$ cat src/rtl/fnw_pkg.sv
package fnw_pkg;
  typedef enum logic [1:0] {
    FLT_NONE     = 2'd0,
    FLT_GUEST_NP = 2'd1,
    FLT_NEST_NP  = 2'd2,
    FLT_RANGE    = 2'd3
  } fault_e;

  typedef enum logic [2:0] {
    ST_IDLE, ST_NREQ, ST_NWAIT, ST_GREQ, ST_GWAIT, ST_RESP
  } state_e;

  localparam int unsigned PTE_W = 64;
endpackage

$ cat src/rtl/fnw_nest_addr.sv
module fnw_nest_addr #(
  parameter int unsigned PA_W   = 52,
  parameter int unsigned GPA_W  = 32,
  parameter int unsigned PAGE_W = 12
) (
  input  logic [PA_W-1:0] nest_base_i,
  input  logic [PA_W-1:0] gpa_i,
  output logic [PA_W-1:0] nest_addr_o,
  output logic            gpa_oor_o
);
  localparam int unsigned GPPN_W = GPA_W - PAGE_W;

  logic [GPPN_W-1:0] gppn;
  assign gppn        = gpa_i[GPA_W-1:PAGE_W];
  assign nest_addr_o = nest_base_i + PA_W'({gppn, 3'b000});
  assign gpa_oor_o   = |gpa_i[PA_W-1:GPA_W];
endmodule

$ cat src/rtl/fnw_pte_decode.sv
module fnw_pte_decode #(
  parameter int unsigned PA_W   = 52,
  parameter int unsigned PAGE_W = 12,
  parameter int unsigned PTE_W  = 64
) (
  input  logic [PTE_W-1:0]       pte_i,
  output logic                   present_o,
  output logic [PA_W-PAGE_W-1:0] frame_o
);
  assign present_o = pte_i[0];
  assign frame_o   = pte_i[PA_W-1:PAGE_W];
endmodule

$ cat src/rtl/fnw_walk_ctrl.sv
module fnw_walk_ctrl
  import fnw_pkg::*;
#(
  parameter int unsigned GVA_W  = 48,
  parameter int unsigned PA_W   = 52,
  parameter int unsigned PAGE_W = 12,
  parameter int unsigned IDX_W  = 9,
  parameter int unsigned LEVELS = 4
) (
  input  logic                   clk_i,
  input  logic                   rst_ni,
  input  logic                   req_valid_i,
  output logic                   req_ready_o,
  input  logic [GVA_W-1:0]       req_gva_i,
  input  logic [PA_W-1:0]        guest_root_i,
  input  logic [PA_W-1:0]        nest_base_i,
  output logic [PA_W-1:0]        nest_base_o,
  input  logic                   pte_present_i,
  input  logic [PA_W-PAGE_W-1:0] pte_frame_i,
  input  logic                   gpa_oor_i,
  input  logic                   mem_rvalid_i,
  output logic                   mem_req_o,
  output logic                   nest_phase_o,
  output logic [PA_W-1:0]        cur_gpa_o,
  output logic [PA_W-1:0]        guest_addr_o,
  output logic                   rsp_valid_o,
  output logic [PA_W-1:0]        rsp_spa_o,
  output logic [1:0]             rsp_fault_o,
  output logic [PA_W-1:0]        rsp_fault_gpa_o
);
  localparam int unsigned LVL_W = (LEVELS > 1) ? $clog2(LEVELS) : 1;

  state_e            state_q;
  fault_e            fault_q;
  logic [GVA_W-1:0]  gva_q;
  logic [PA_W-1:0]   nbase_q, cur_gpa_q, spa_q;
  logic [LVL_W-1:0]  lvl_q;
  logic              final_q;

  // byte offset of the entry for level lvl inside its table page
  function automatic logic [PAGE_W-1:0] ent_ofs(input logic [GVA_W-1:0] gva,
                                                input logic [LVL_W-1:0] lvl);
    logic [IDX_W-1:0] idx;
    idx = gva[PAGE_W + IDX_W*lvl +: IDX_W];
    return PAGE_W'({idx, 3'b000});
  endfunction

  always_ff @(posedge clk_i or negedge rst_ni) begin
    if (!rst_ni) begin
      state_q   <= ST_IDLE;
      fault_q   <= FLT_NONE;
      gva_q     <= '0;
      nbase_q   <= '0;
      cur_gpa_q <= '0;
      spa_q     <= '0;
      lvl_q     <= '0;
      final_q   <= 1'b0;
    end else begin
      unique case (state_q)
        ST_IDLE: if (req_valid_i) begin
          gva_q     <= req_gva_i;
          nbase_q   <= nest_base_i;
          cur_gpa_q <= {guest_root_i[PA_W-1:PAGE_W],
                        ent_ofs(req_gva_i, LVL_W'(LEVELS-1))};
          lvl_q     <= LVL_W'(LEVELS-1);
          final_q   <= 1'b0;
          fault_q   <= FLT_NONE;
          state_q   <= ST_NREQ;
        end
        ST_NREQ: begin
          if (gpa_oor_i) begin
            fault_q <= FLT_RANGE;
            state_q <= ST_RESP;
          end else begin
            state_q <= ST_NWAIT;
          end
        end
        ST_NWAIT: if (mem_rvalid_i) begin
          if (!pte_present_i) begin
            fault_q <= FLT_NEST_NP;
            state_q <= ST_RESP;
          end else begin
            spa_q   <= {pte_frame_i, cur_gpa_q[PAGE_W-1:0]};
            state_q <= final_q ? ST_RESP : ST_GREQ;
          end
        end
        ST_GREQ: state_q <= ST_GWAIT;
        ST_GWAIT: if (mem_rvalid_i) begin
          if (!pte_present_i) begin
            fault_q <= FLT_GUEST_NP;
            state_q <= ST_RESP;
          end else begin
            if (lvl_q == '0) begin
              cur_gpa_q <= {pte_frame_i, gva_q[PAGE_W-1:0]};
              final_q   <= 1'b1;
            end else begin
              cur_gpa_q <= {pte_frame_i, ent_ofs(gva_q, lvl_q - 1'b1)};
              lvl_q     <= lvl_q - 1'b1;
            end
            state_q <= ST_NREQ;
          end
        end
        ST_RESP: state_q <= ST_IDLE;
        default: state_q <= ST_IDLE;
      endcase
    end
  end

  assign req_ready_o     = (state_q == ST_IDLE);
  assign mem_req_o       = ((state_q == ST_NREQ) && !gpa_oor_i) || (state_q == ST_GREQ);
  assign nest_phase_o    = (state_q == ST_NREQ) || (state_q == ST_NWAIT);
  assign nest_base_o     = nbase_q;
  assign cur_gpa_o       = cur_gpa_q;
  assign guest_addr_o    = spa_q;
  assign rsp_valid_o     = (state_q == ST_RESP);
  assign rsp_fault_o     = fault_q;
  assign rsp_spa_o       = (fault_q == FLT_NONE) ? spa_q : '0;
  assign rsp_fault_gpa_o = (fault_q == FLT_NONE) ? '0 : cur_gpa_q;
endmodule

$ cat src/rtl/fnw_walker.sv
module fnw_walker
  import fnw_pkg::*;
#(
  parameter int unsigned GVA_W  = 48,
  parameter int unsigned GPA_W  = 32,
  parameter int unsigned PA_W   = 52,
  parameter int unsigned PAGE_W = 12,
  parameter int unsigned IDX_W  = 9,
  parameter int unsigned LEVELS = 4
) (
  input  logic             clk_i,
  input  logic             rst_ni,
  input  logic             req_valid_i,
  output logic             req_ready_o,
  input  logic [GVA_W-1:0] req_gva_i,
  input  logic [PA_W-1:0]  guest_root_i,
  input  logic [PA_W-1:0]  nest_base_i,
  output logic             rsp_valid_o,
  output logic [PA_W-1:0]  rsp_spa_o,
  output logic [1:0]       rsp_fault_o,
  output logic [PA_W-1:0]  rsp_fault_gpa_o,
  output logic             mem_req_o,
  output logic [PA_W-1:0]  mem_addr_o,
  input  logic             mem_rvalid_i,
  input  logic [PTE_W-1:0] mem_rdata_i
);
  localparam int unsigned FRAME_W = PA_W - PAGE_W;

  logic               pte_present, gpa_oor, nest_phase;
  logic [FRAME_W-1:0] pte_frame;
  logic [PA_W-1:0]    nbase, cur_gpa, guest_addr, nest_addr;

  fnw_walk_ctrl #(
    .GVA_W(GVA_W), .PA_W(PA_W), .PAGE_W(PAGE_W), .IDX_W(IDX_W), .LEVELS(LEVELS)
  ) u_ctrl (
    .clk_i, .rst_ni, .req_valid_i, .req_ready_o, .req_gva_i, .guest_root_i,
    .nest_base_i,
    .nest_base_o     (nbase),
    .pte_present_i   (pte_present),
    .pte_frame_i     (pte_frame),
    .gpa_oor_i       (gpa_oor),
    .mem_rvalid_i,
    .mem_req_o,
    .nest_phase_o    (nest_phase),
    .cur_gpa_o       (cur_gpa),
    .guest_addr_o    (guest_addr),
    .rsp_valid_o, .rsp_spa_o, .rsp_fault_o, .rsp_fault_gpa_o
  );

  fnw_nest_addr #(.PA_W(PA_W), .GPA_W(GPA_W), .PAGE_W(PAGE_W)) u_naddr (
    .nest_base_i (nbase),
    .gpa_i       (cur_gpa),
    .nest_addr_o (nest_addr),
    .gpa_oor_o   (gpa_oor)
  );

  fnw_pte_decode #(.PA_W(PA_W), .PAGE_W(PAGE_W), .PTE_W(PTE_W)) u_pte (
    .pte_i     (mem_rdata_i),
    .present_o (pte_present),
    .frame_o   (pte_frame)
  );

  assign mem_addr_o = nest_phase ? nest_addr : guest_addr;
endmodule


$ cat config.mk
export PLATFORM = sky130hd
export DESIGN_NAME = fnw_walker
export DESIGN_NICKNAME = d
export VERILOG_FILES = /design/src/rtl/fnw_pkg.sv /design/src/rtl/fnw_nest_addr.sv /design/src/rtl/fnw_pte_decode.sv /design/src/rtl/fnw_walk_ctrl.sv /design/src/rtl/fnw_walker.sv
export SDC_FILE = /design/constraint.sdc
export NUM_CORES = 1
export LEC_CHECK = 0
export BUFFER_PORTS_ARGS = -buffer_cell sky130_fd_sc_hd__buf_2
export CORE_MARGIN = 2
export CORE_UTILIZATION = 38
export CTS_CLUSTER_DIAMETER = 200
export CTS_CLUSTER_SIZE = 24
export DETAILED_ROUTE_END_ITERATION = 8
export PLACE_DENSITY = 0.73
export RECOVER_POWER = 25
export SETUP_SLACK_MARGIN = 0.4
export SLEW_MARGIN = 20
export SYNTH_ARGS = -nofsm -noshare
export SYNTH_HDL_FRONTEND = slang
export SYNTH_SLANG_ARGS = --single-unit
$ cat constraint.sdc
create_clock -name clk_i -period 3.6 [get_ports clk_i]
set_clock_uncertainty 0.05 [all_clocks]
set_input_delay 0.54 -clock clk_i [delete_from_list [all_inputs] [get_ports clk_i]]
set_output_delay 0.54 -clock clk_i [all_outputs]
set_load 0.03 [all_outputs]
======== Yosys cells after proc, flatten, opt, wreduce, memory -nomap -nowiden ========
Cells that the tools add are included.
storage, ports and cells
  flip-flop bits (word level) ............. 212
  input port bits ......................... 220
  output and inout bits ................... 161
  logic and storage cells ................. 77
cells by class
  add/sub/neg operators ................... 3
  $mul .................................... 1
  eq/ne operators ......................... 14
  shift operators ......................... 1
  muxes and demuxes ....................... 33
  reductions and logical operators ........ 17
operators with widths
  kind                 number
  $mux 52              6
  $pmux 52 s2          1
  $add 52x23->52       1
  $shiftx 48x33->9     1
  $mux 3               7
  $mux 2               10
  $reduce_or 20->1     1
  $pmux 3 s5           1
  $ne 2x2->1 const B   7
  $mux 12              1
  $reduce_and 5->1     2
  $pmux 2 s4           1
  $add 4x6->7 const A  1
  $reduce_and 7->1     1
  $eq 3x2->1 const B   2
  $eq 3x3->1 const B   2
  $mul 4x2->6 const A  1
  $reduce_and 3->1     2
  $logic_not 2->1      2
  $mux 1               4
  $ne 2x1->1 const B   2
  $pmux 2 s2           1
  $reduce_and 4->1     1
  $reduce_bool 4->1    1
  other kinds (9)      10

======== Logic depth before layout (Yosys ltp) ========
Gate-level depths: netlist of run 1.
  depth in word-level cells ............... 8
  gate-level depth with buffers ........... 10
  mapped depth without buffers ............ 10

======== Hierarchy ========
From an unflattened synthesis of run 1, not the netlist that was laid out.
unflattened totals
  cells, all modules ...................... 1,193
  area, all modules ....................... 12,851.1 µm²
modules (own cells, without submodules)
  module          times used  cells each  area each (µm²)  sequential area each (µm²)
  fnw_walk_ctrl   1           793         9,606.7          5,305.1
  fnw_nest_addr   1           301         2,052.0          0.0
  fnw_walker      1           58          884.6            0.0
  fnw_pte_decode  1           41          307.8            0.0

======== Worst setup path after synthesis of run 1 ========
OpenSTA, ideal clock, no wires.
  path kind ............................... reg2out
  from .................................... reg u_ctrl.nbase_q[3], in the netlist u_ctrl.nest_base_o[3]
  to ...................................... out mem_addr_o[41]
  arrival ................................. 2,921 ps
  required time ........................... 3,010 ps
  slack ................................... 89 ps
  stages on the path, launching flop included .. 11
  path buffers ............................ 0
  path through ............................ dfrtp_1 ha_1 fa_1 a21o_1 a221o_1 nand2_1 o31ai_2 o21ai_2 nor4_1 xnor2_1 o21ai_0
on the way
  word-level cells in the longest chain between the ends .. 2
ends and longest elaborated chain
  item                    line                 text
  start, declared         fnw_walk_ctrl.sv:36  logic [PA_W-1:0] nbase_q, cur_gpa_q, spa_q;
  start signal, assigned  fnw_walk_ctrl.sv:62  nbase_q <= nest_base_i;
  $add 52x23->52          fnw_nest_addr.sv:15  assign nest_addr_o = nest_base_i + PA_W'({gppn, 3'b000});
  $mux 52                 fnw_walker.sv:63     assign mem_addr_o = nest_phase ? nest_addr : guest_addr;
  end, declared           fnw_walker.sv:23     output logic [PA_W-1:0] mem_addr_o,
Every way passes these cells.

======== Final worst setup path of run 1 ========
  from .................................... reg u_ctrl.nbase_q[3], in the netlist u_ctrl.nest_base_o[3]
  to ...................................... out mem_addr_o[35]
Same word-level chain as after synthesis.

==> flow_metrics.tcl, run 1 <==
set metrics [dict create \
    synth_edf_count 0 \
    hpwlAfterDp_um 25700 \
    finish.utilization 0.514 \
    synth_area_um2 11700 \
    holdCritPathClass "input pin to flip-flop" \
    drive_gt1_frac 0.485 \
    gp_routability_congestion 0.914 \
    path_max_fanout 10 \
    total_iterations_of_the_first_detailed_routing_run 6 \
    timing_worst_slew_pin_value_ns 2.65 \
    die_area_um2 32200 \
    cellLeakagePower_nw 7.23 \
    fp.dieW_um 180 \
    antenna_found_initial 4 \
    grt_max_degree 98 \
    grt_pass1_wl_um 55900 \
    cp_data_arrival_time_ns 3.18 \
    setup_violations 30 \
    yosys-top-cells-area "dfrtp_1 45%, mux2_2 15%, o21ai_0 4.4%" \
    clock-sinks 212 \
    first_global_vias 10000 \
    synth_cell_type_count 64 \
    timing.slew.headroom -0.765 \
    drtIter0Drc 630 \
    status "finished, violations left" \
    fp.coreArea_um2 30400 \
    achievable_clock_frequency_mhz 265 \
    syn-num-nets 1360 \
    finish.net_count 1715 \
    finalHoldViolCount 0 \
    io_buffers 345 \
    timing.final.ws_setup_ns -0.172 \
    postPlaceCellArea_um2 14000 \
    clockBufferDepth 3 \
    ant_nets 0 \
    synth_top_cell_area_share 0.453 \
    areaGrowthSynthToFinish_pct 33.5 \
    yosysWarnings 0 \
    synth_ff_type "dfrtp_1" \
    finish.instance_area_um2 15600 \
    crit_type "flip-flop to output port" \
    finalCriticalPeriod_ns 3.77 \
    tritoncts "yes" \
    rows 64 \
    drt-total-wl_um 36100 \
    initial_utilization 0.385 \
    number_of_max_cap_violations 1 \
    cell_pwr_density_nw_per_um2 966 \
    hold_buf_count_cts 0 \
    post_synthesis_sequential_element_count 212 \
    grt_setup_unrepaired "true" \
    vias_after_detailed_routing 9902 \
    syn_avg_cell_area_um2 10.5 \
    post-synth-top-area-cell "dfrtp_1" \
    drc 0 \
    slew_violations 98 \
    min_period_over_period 1.05 \
    design_power_total_mw 15.1 \
    htree_num_levels 1 \
    netlist_instances 1118 \
    numCtsBuffers 12 \
    reg_clk_slew_reported_paths_ns 0.10 \
    routed_via_density 5.29 \
    failed_checks "capacitance limit, slew limit, setup timing" \
    globalRoute.totalOverflow 0 \
    asyncSetResetFlopFracSynth 1.00 \
    peakVddDrop_mv 0.580 \
    wire_per_inst_um 19.3 \
    die_height_um 180 \
    synth_sequential_area_ratio 0.453 \
    num_io_pins 381 \
    critPathRequiredTime_ns 3.01 \
    startpoint_type "flip-flop" \
    worst_skew_pair.late_latency_ns 0.48 \
    clock-root-buffer "clkbuf_16" \
    endpoint_kind "output port" \
    groute.usage.overall 0.214 \
]
[stage by stage]
step / TNS, ns / worst slack, ns / std cells / hold WS (ns)
finish: -3.05 / -0.172 / 1872 / 0.234
global route: -6.47 / -0.275 / 1872 / 0.214
CTS: -2.53 / -0.175 / 1851 / 0.0757
detailed placement: 0 / 0.102 / 1821 / 0.435
global placement: 0 / 0.136 / 1821 / 0.429
floorplan: 0 / 0.315 / 1118 / 0.194
[power breakdown]
group	switching, mW	internal, mW	total [mW]
Clock	0.788	0.722	1.51
Combinational	5.39	4.07	9.47
Sequential	0.853	3.27	4.13
Total	7.03	8.07	15.1
[worst max-delay path, cell delays in order (launching register included)]
cell     delay, ns
dfrtp_1       0.41
ha_2          0.20
fa_2          0.36
a21o_1        0.19
a221o_1       0.35
nand2_2       0.13
o31ai_4       0.10
o21ai_2       0.19
buf_6         0.20
nor3_1        0.09
xnor2_1       0.24
o21ai_2       0.09
buf_6         0.15
[placed cells by master (no fill, tap or decap), types with 10 or more instances in the layout]
cell type,n
buf_4,65
nand2_1,126
buf_6,32
nor2b_1,57
xnor2_2,18
nand4_1,10
o21ai_1,17
and2_1,53
dfrtp_1,212
o21ai_0,67
buf_2,302
nand3_1,14
a21oi_1,26
mux2_2,156
o21ai_2,26
clkbuf_16,14
mux2i_1,49
nor2_1,35
ha_4,14
xnor2_1,15
[repair_timing]
action,in CTS,in global routing
setup buffers,16,17
endpoints found under the setup margin,43,44
pin swaps,31,49
gates cloned,0,1
gates resized for setup,135,58
[synthesized netlist by cell type, drive strengths merged, types with 10 or more instances]
| library cell | number |
|---|---|
| nand4 | 11 |
| mux2 | 157 |
| a21oi | 37 |
| nor2b | 58 |
| clkbuf | 54 |
| dfrtp | 212 |
| xnor2 | 34 |
| xor2 | 12 |
| ha | 21 |
| and2 | 54 |
| mux2i | 49 |
| nand3 | 15 |
| nor3 | 10 |
| nand2 | 134 |
| o21ai | 112 |
| nor2 | 38 |
| buf | 10 |
[sequential cells by signal, summed over array words and instances (netlist names)]
| register | cells |
|---|---|
| u_ctrl.guest_addr_o | 52 |
| u_ctrl.nest_base_o | 52 |
| u_ctrl.cur_gpa_o | 52 |
| u_ctrl.lvl_q | 2 |
| u_ctrl.final_q | 1 |
| u_ctrl.gva_q | 48 |
| u_ctrl.state_q | 3 |
| u_ctrl.rsp_fault_o | 2 |
[cells by family after synthesis]
logic type / after synthesis / synth area share
mux: 215 / 0.210
xor+xnor: 46 / 0.0344
fa+ha+maj: 22 / 0.0242
flops: 212 / 0.453
buf+inv: 80 / 0.0306
simple gates: 347 / 0.148
compound gates: 196 / 0.0996
[routing by layer]
layer / routed length (um) / track usage / vias to the layer above
li1: - / - / 4627
met1: 15400 / 0.284 / 4898
met2: 17700 / 0.361 / 310
met3: 2070 / 0.0393 / 67
met4: 904 / 0.0550 / 0
met5: 0 / 0 / -
[layout make-up]
cell class                 count  area [um2]
sequential                   212        5310
multi-input combinational    826        6880
fill                        2719       14800
antenna                        3        7.51
clock inverter                 1        30.0
timing repair buffer         411        2540
inverter                      10        37.5
tap                          396         495
clock buffer                  13         325
[final timing paths]
path                       depth (start not counted)                  start  slack (ns)                       to
min reg2reg                                        2    u_ctrl.cur_gpa_o[7]        0.45      u_ctrl.cur_gpa_o[7]
max in group asynchronous                          2                 rst_ni        0.93  u_ctrl.guest_addr_o[22]
max                                               12  u_ctrl.nest_base_o[3]       -0.17           mem_addr_o[35]
min                                                2          req_gva_i[17]        0.23         u_ctrl.gva_q[17]
min in group asynchronous                          1                 rst_ni        0.80  u_ctrl.guest_addr_o[40]
max reg2reg                                        6      u_ctrl.state_q[2]        0.97     u_ctrl.cur_gpa_o[14]
No activity file was read; power rests on OpenSTA's default activity.
==> inputs of run 2 (changes only) <==
- CELL_PAD_IN_SITES_DETAIL_PLACEMENT: unset -> 2
- CELL_PAD_IN_SITES_GLOBAL_PLACEMENT: unset -> 2
- CORE_UTILIZATION: 38 -> 31
- PLACE_DENSITY: 0.73 -> 0.9
- TNS_END_PERCENT: unset -> 20
==> run 2 against run 1 <==
The run still ends with capacitance limit, slew limit, setup timing left. First-iteration DRC count is 40% lower. Clock-buffer cell count stayed put. Via count is 3.3% higher. Register-to-register slack better by 0.11 ns. Worst hold slack worse by 0.0024 ns. Routed wire length is 30% higher. Cell count is 5.7% higher. Fmax is 2.5% lower. Critical endpoint is now mem_addr_o[42]. Largest cell class unchanged. Largest power group unchanged.
==> flow_metrics.tcl, run 2 (synthesis results as in run 1) <==
set metrics [dict create \
    cell_pwr_density_nw_per_um2 982 \
    io_buffers 345 \
    swShare 0.486 \
    number_of_max_cap_violations 2 \
    clock-root-buffer "clkbuf_16" \
    filler_cell_count 3996 \
    crit_type "flip-flop to output port" \
    failed_checks "capacitance limit, slew limit, setup timing" \
    path_max_fanout 9 \
    tritoncts "yes" \
    cellLeakagePower_nw 7.03 \
    achievable_clock_frequency_mhz 258 \
    min_period_over_period 1.07 \
    max_stage_delay_ns 0.45 \
    slew_violations 213 \
    total_iterations_of_the_first_detailed_routing_run 5 \
    gp_routability_congestion 0.819 \
    reg_clk_slew_reported_paths_ns 0.10 \
    timing.slew.headroom -0.595 \
    htree_num_levels 1 \
    fraction_of_power_consumed_by_the_clock_network 0.104 \
    holdCritPathClass "input pin to flip-flop" \
    vias_after_detailed_routing 10200 \
    drt-total-wl_um 47000 \
    finish.net_count 1704 \
    timing.final.ws_setup_ns -0.269 \
    cp_data_arrival_time_ns 3.28 \
    num_io_pins 381 \
    critical_path_cell_list "ha_1 -> nand2_1 -> o21ai_0 -> a21o_2 -> nand2_4 -> buf_4 -> a2111oi_4 -> xnor2_1 -> o21ai_1 -> buf_4" \
    antenna_found_initial 8 \
    first_global_vias 11600 \
    timing_worst_slew_pin_value_ns 2.39 \
    grt_max_degree 114 \
    finalSetupTns_ns -3.82 \
    cpMaxStageDelayCell "ha_1" \
    power_frac_seq 0.279 \
    wire_per_inst_um 23.8 \
    critPathRequiredTime_ns 3.01 \
    worst_skew_pair.late_latency_ns 0.48 \
    crit_reg_reg_startpoint "u_ctrl.state_q[2]" \
    routed_via_density 5.17 \
    clock-sinks 212 \
    worst_hold_path.num_cells 2 \
    grt_setup_unrepaired "true" \
    drc 0 \
    die_area_um2 39300 \
    hpwlAfterDp_um 34600 \
    status "finished, violations left" \
    startpoint_type "flip-flop" \
    register_cell_area_after_layout_um2 5310 \
    fp.coreArea_um2 37400 \
    p_switching_mw 7.29 \
    finalHoldViolCount 0 \
    initial_utilization 0.313 \
    drtIter0Drc 378 \
    timing.reg2reg.worst_path_depth 5 \
    power.combinational.fraction 0.617 \
    hold-worst-slack_ns 0.231 \
    die_height_um 198 \
    peakVddDrop_mv 0.431 \
    areaGrowthSynthToFinish_pct 30.6 \
    globalRoute.totalOverflow 0 \
    ant_nets 0 \
    worstReg2RegEnd "u_ctrl.cur_gpa_o[14]" \
    numCtsBuffers 12 \
    total_area_of_multi_input_combinational_cells_um2 6600 \
    groute.usage.overall 0.234 \
    rows 71 \
    drive_gt1_frac 0.454 \
    clockBufferDepth 3 \
    worstHoldStart "req_gva_i[2]" \
    fp.dieW_um 198 \
    layout.cells.most_common "buf_2" \
    most_frequent_cell_on_the_critical_path "buf_4" \
    finalCriticalPeriod_ns 3.87 \
    endpoint_kind "output port" \
    r2r_setup_slack_ns 1.08 \
    power_report.internal_total_mw 7.72 \
    setup_violations 31 \
    mostFrequentLayoutCells "303 x buf_2, 211 x dfrtp_1, 157 x mux2_2" \
    hold-path-endpoint "u_ctrl.gva_q[2]" \
    grt_pass1_wl_um 70300 \
]
[run 2: per-layer routing]
metal,wire [um],track usage,up-vias
li1,-,-,4603
met1,18700,0.276,5243
met2,24600,0.427,292
met3,2300,0.0441,83
met4,1420,0.0735,8
met5,52,0,-
[run 2: critical path, delay by kind of cell (launching register included)]
family	cells	cell delay (ns)
AOI/OAI and AO/OA	4	1.05
DFF	1	0.44
xor gates and xnor gates	1	0.12
adders and majority gates	1	0.45
and+or+nand+nor	2	0.29
buffers and inverters	2	0.44
[run 2: worst max path at each step]
| stage | from | end | slack, ns | cells after the start |
|---|---|---|---|---|
| after floorplan | u_ctrl.nest_base_o[3] | mem_addr_o[39] | 0.23 | 10 |
| after global placement | u_ctrl.cur_gpa_o[12] | mem_addr_o[49] | 0.04 | 12 |
| after detailed placement | u_ctrl.cur_gpa_o[12] | mem_addr_o[49] | -0.03 | 12 |
| after CTS | u_ctrl.nest_base_o[3] | mem_addr_o[45] | -0.18 | 12 |
| after global routing | u_ctrl.cur_gpa_o[29] | mem_addr_o[42] | -0.41 | 10 |
| final | u_ctrl.cur_gpa_o[29] | mem_addr_o[42] | -0.27 | 10 |
[run 2: metrics by stage]
stage | power, mW | setup WS (ns) | instances | utilization | instance area, um2
floorplan | 9.42 | 0.230 | 1118 | - | 11700
global placement | 11.7 | 0.0423 | 1932 | 0.377 | 14100
detailed placement | 12.2 | -0.0335 | 1932 | 0.377 | 14100
CTS | 14.7 | -0.177 | 1967 | 0.405 | 15100
global route | 15.9 | -0.408 | 1977 | 0.409 | 15300
finish | 15.0 | -0.269 | 1979 | 0.409 | 15300
[run 2: power by group through the flow]
stage / clock network (mW) / logic (mW) / registers (mW)
global route: 1.68 / 9.90 / 4.33
CTS: 1.61 / 8.95 / 4.17
global placement: 0 / 7.71 / 4.03
finish: 1.56 / 9.27 / 4.19
detailed placement: 0 / 8.07 / 4.16
floorplan: 0 / 5.63 / 3.79
[run 2: layout make-up]
| class | count | share of cell area |
|---|---|---|
| diodes | 6 | 0.000982 |
| clock buffers | 13 | 0.0213 |
| clock inverters | 1 | 0.00196 |
| inverters | 10 | 0.00254 |
| multi-input cells | 826 | 0.431 |
| flip-flops and latches | 212 | 0.347 |
| well taps | 511 | 0.0418 |
| repair buffers | 400 | 0.153 |
[run 2: repair_timing]
action / 4_1_cts / 5_1_grt
setup endpoints to repair: 52 / 51
gates resized for setup: 113 / 27
hold buffers: 1 / 0
pin swaps: 31 / 13
buffers inserted: 20 / 5
endpoints found under the hold margin: 1 / 0
==> inputs of run 3 (changes only) <==
- ABC_AREA: unset -> 1
- CORE_UTILIZATION: 31 -> 28
- PLACE_DENSITY: 0.9 -> 0.92
==> run 3 against run 2 <==
The run ends with capacitance limit, slew limit left. Clock-buffer cell count fell by 1. Global-route usage rose by 3.2 points. Worst hold slack lost 0.058 ns. Largest cell class unchanged. Die area rose by 19%. Sequential share of layout area is 2.9 points lower. Sequential cell count unchanged.
==> flow_metrics.tcl, run 3 <==
set metrics [dict create \
    syn-num-nets 2112 \
    fp.dieW_um 216 \
    finish.net_count 2442 \
    r2r_setup_slack_ns 0.90 \
    most_frequent_cell_on_the_critical_path "nand2_1" \
    cpMaxStageDelayCell "dfrtp_1" \
    reg_clk_slew_reported_paths_ns 0.12 \
    number_of_max_cap_violations 1 \
    synth_commonest_cells "612 x nand2_1, 301 x inv_1, 214 x o21ai_0, 212 x dfrtp_1, 184 x nor2_1" \
    mostFrequentLayoutCells "525 x nand2_1, 313 x buf_2, 296 x inv_1" \
    worst_hold_path.num_cells 3 \
    startpoint_type "flip-flop" \
    fraction_of_power_consumed_by_the_clock_network 0.095 \
    syn_avg_cell_area_um2 6.73 \
    total_iterations_of_the_first_detailed_routing_run 5 \
    worst_skew_pair.late_latency_ns 0.51 \
    timing_worst_slew_pin_value_ns 2.28 \
    timing.reg2reg.worst_path_depth 5 \
    worstHoldStart "req_gva_i[17]" \
    p_switching_mw 9.32 \
    tritoncts "yes" \
    grt_pass1_wl_um 96300 \
    groute.usage.overall 0.266 \
    critical_path_cell_list "ha_4 -> nand2_2 -> inv_1 -> nand2_1 -> nor3_2 -> nand2_1 -> nand2_2 -> nand2_2 -> nand2_2 -> nand2_1 -> nand2_1 -> nand3_1 -> nand2_1 -> buf_2" \
    drc 0 \
    die_area_um2 46700 \
    synth_compound_area_frac 0.134 \
    synth_top_cell_area_share 0.421 \
    gp_routability_congestion 0.872 \
    rows 77 \
    crit_type "flip-flop to output port" \
    setup_violations 0 \
    status "finished, violations left" \
    asyncSetResetFlopFracSynth 1.00 \
    fp.coreArea_um2 44300 \
    initial_utilization 0.284 \
    finalSetupTns_ns 0 \
    synth_ff_type "dfrtp_1" \
    vias_after_detailed_routing 14600 \
    timing.slew.headroom -0.520 \
    num_io_pins 381 \
    achievable_clock_frequency_mhz 291 \
    hpwlAfterDp_um 46500 \
    htree_num_levels 1 \
    finalHoldViolCount 0 \
    netlist_instances 1870 \
    share_of_the_synthesized_netlist_area_taken_by_xor_and_xnor_gates 0.0111 \
    worstReg2RegEnd "u_ctrl.guest_addr_o[16]" \
    swShare 0.559 \
    synth_edf_count 0 \
    cellLeakagePower_nw 8.65 \
    post_synth_and_or_nand_nor_area_fraction 0.293 \
    max_stage_delay_ns 0.44 \
    cp_data_arrival_time_ns 2.85 \
    post_synthesis_sequential_element_count 212 \
    finalCriticalPeriod_ns 3.44 \
    drive_gt1_frac 0.281 \
    synth-adder-area-share 0.0225 \
    crit_reg_reg_startpoint "u_ctrl.state_q[2]" \
    synth_area_um2 12600 \
    synth_top_family_by_area "simple AND/OR/NAND/NOR gates" \
    clockBufferDepth 3 \
    clock-sinks 212 \
    cell_pwr_density_nw_per_um2 997 \
    power_report.internal_total_mw 7.36 \
    critPathRequiredTime_ns 3.01 \
    yosysWarnings 0 \
    ant_nets 0 \
    peakVddDrop_mv 0.421 \
    failed_checks "capacitance limit, slew limit" \
    path_max_fanout 5 \
    met2_wirelength_um 34300 \
    io_buffers 345 \
    cp-startpoint "u_ctrl.nest_base_o[17]" \
    layout.cells.most_common "nand2_1" \
    drtIter0Drc 907 \
    critical_path_buf_inv_count 2 \
    die_height_um 216 \
    first_global_vias 15900 \
    antenna_found_initial 11 \
    post-synth-top-count-cell "nand2_1" \
    endpoint_kind "output port" \
    post-synth-top-area-cell "dfrtp_1" \
    synth_cell_type_count 34 \
    synth_sequential_area_ratio 0.421 \
    areaGrowthSynthToFinish_pct 32.9 \
    worst_path_dominant_cell_family "simple AND/OR/NAND/NOR gates" \
    wirelength_met1_um 27600 \
    yosys-mux-area-fraction 0 \
    grt_setup_unrepaired "true" \
    routed_via_density 5.22 \
    drt-total-wl_um 68800 \
    grt_max_degree 81 \
    route.met3.wl_um 3210 \
    postPlaceCellArea_um2 15000 \
    wire_per_inst_um 24.6 \
    uppermost_layer_routed "met5" \
    power_frac_seq 0.246 \
    holdCritPathClass "input pin to flip-flop" \
    globalRoute.totalOverflow 0 \
    yosys-top-cells-area "dfrtp_1 42%, nand2_1 18%, inv_1 9.0%" \
    numCtsBuffers 12 \
    slew_violations 81 \
    finish.instance_area_um2 16700 \
    hold-path-endpoint "u_ctrl.gva_q[17]" \
    power.combinational.fraction 0.660 \
    clock-root-buffer "clkbuf_16" \
    min_period_over_period 0.955 \
]
==> run 3: cell count changes after synthesis, moves of 10 or more <==
| cell | previous run | this run |
|---|---|---|
| inv_1 | 9 | 301 |
| nor2_1 | 38 | 184 |
| mux2_2 | 157 | 0 |
| o211ai_1 | 0 | 41 |
| nand2_1 | 133 | 612 |
| and2_1 | 54 | 0 |
| o21ai_0 | 103 | 214 |
| xor2_1 | 12 | 2 |
| nor2b_1 | 58 | 0 |
| mux2i_1 | 49 | 0 |
| buf_2 | 0 | 18 |
| nand3_1 | 15 | 79 |
| xnor2_1 | 34 | 14 |
==> run 3: how the worst max path moves through the flow <==
stage	to	slack [ns]	cells past startpoint
2_1_floorplan	mem_addr_o[19]	0.73	10
3_3_place_gp	mem_addr_o[31]	0.33	14
3_5_place_dp	mem_addr_o[31]	0.22	14
4_1_cts	mem_addr_o[31]	0.30	14
5_1_grt	mem_addr_o[42]	0.04	14
6_report	mem_addr_o[42]	0.16	14
==> run 3: cell type report <==
| cell class | count | area, um2 |
|---|---|---|
| fillers | 5187 | 27600 |
| multi-input cells | 1273 | 6840 |
| flip-flops and latches | 212 | 5320 |
| repair buffers | 395 | 2300 |
| inverters | 306 | 1150 |
| well taps | 592 | 741 |
| clock buffers | 12 | 300 |
| clock inverters | 2 | 46.3 |
| diodes | 10 | 25.0 |
==> run 3: worst min-delay path, delay by kind of cell <==
kind                   cells  cell delay [ns]
and+or+nand+nor            2             0.08
buffers and inverters      1             0.07
==> run 3: cells by family after synthesis <==
family	Yosys count
buffers and inverters	385
adder cells (fa/ha/maj)	22
XOR/XNOR	16
AND/OR/NAND/NOR	924
AO/OA/AOI/OAI	311
flip-flops	212
==> run 3: repair_timing <==
item	CTS	global route
hold buffers	1	0
hold endpoints to repair	34	0
gates resized for setup	156	156
buffers inserted	10	20
setup endpoints to repair	46	44
pin swaps	24	42
==> run 3: per-stage QoR <==
| stage | hold slack [ns] | utilization | setup slack, ns | std cells | total power [mW] |
|---|---|---|---|---|---|
| final | 0.174 | 0.377 | 0.160 | 2802 | 16.7 |
| after global routing | 0.180 | 0.377 | 0.0423 | 2800 | 17.5 |
| after CTS | 0.153 | 0.361 | 0.304 | 2772 | 15.1 |
| after detailed placement | 0.417 | 0.338 | 0.222 | 2747 | 12.6 |
| after global placement | 0.409 | 0.338 | 0.325 | 2747 | 12.0 |
| after floorplan | 0.194 | - | 0.733 | 1870 | 9.22 |
==> run 3: power groups by stage <==
stage               logic [mW]  clock network (mW)  registers (mW)
floorplan                 5.54                   0            3.68
global placement          8.11                   0            3.86
detailed placement        8.61                   0            3.94
CTS                       9.47                1.62            4.01
global route              11.7                1.68            4.17
finish                    11.0                1.58            4.10
==> run 3: routing by layer <==
metal / global-route usage / up-vias
met5: 0 / -
met4: 0.121 / 4
met3: 0.0273 / 195
met2: 0.475 / 570
met1: 0.323 / 7402
li1: - / 6469
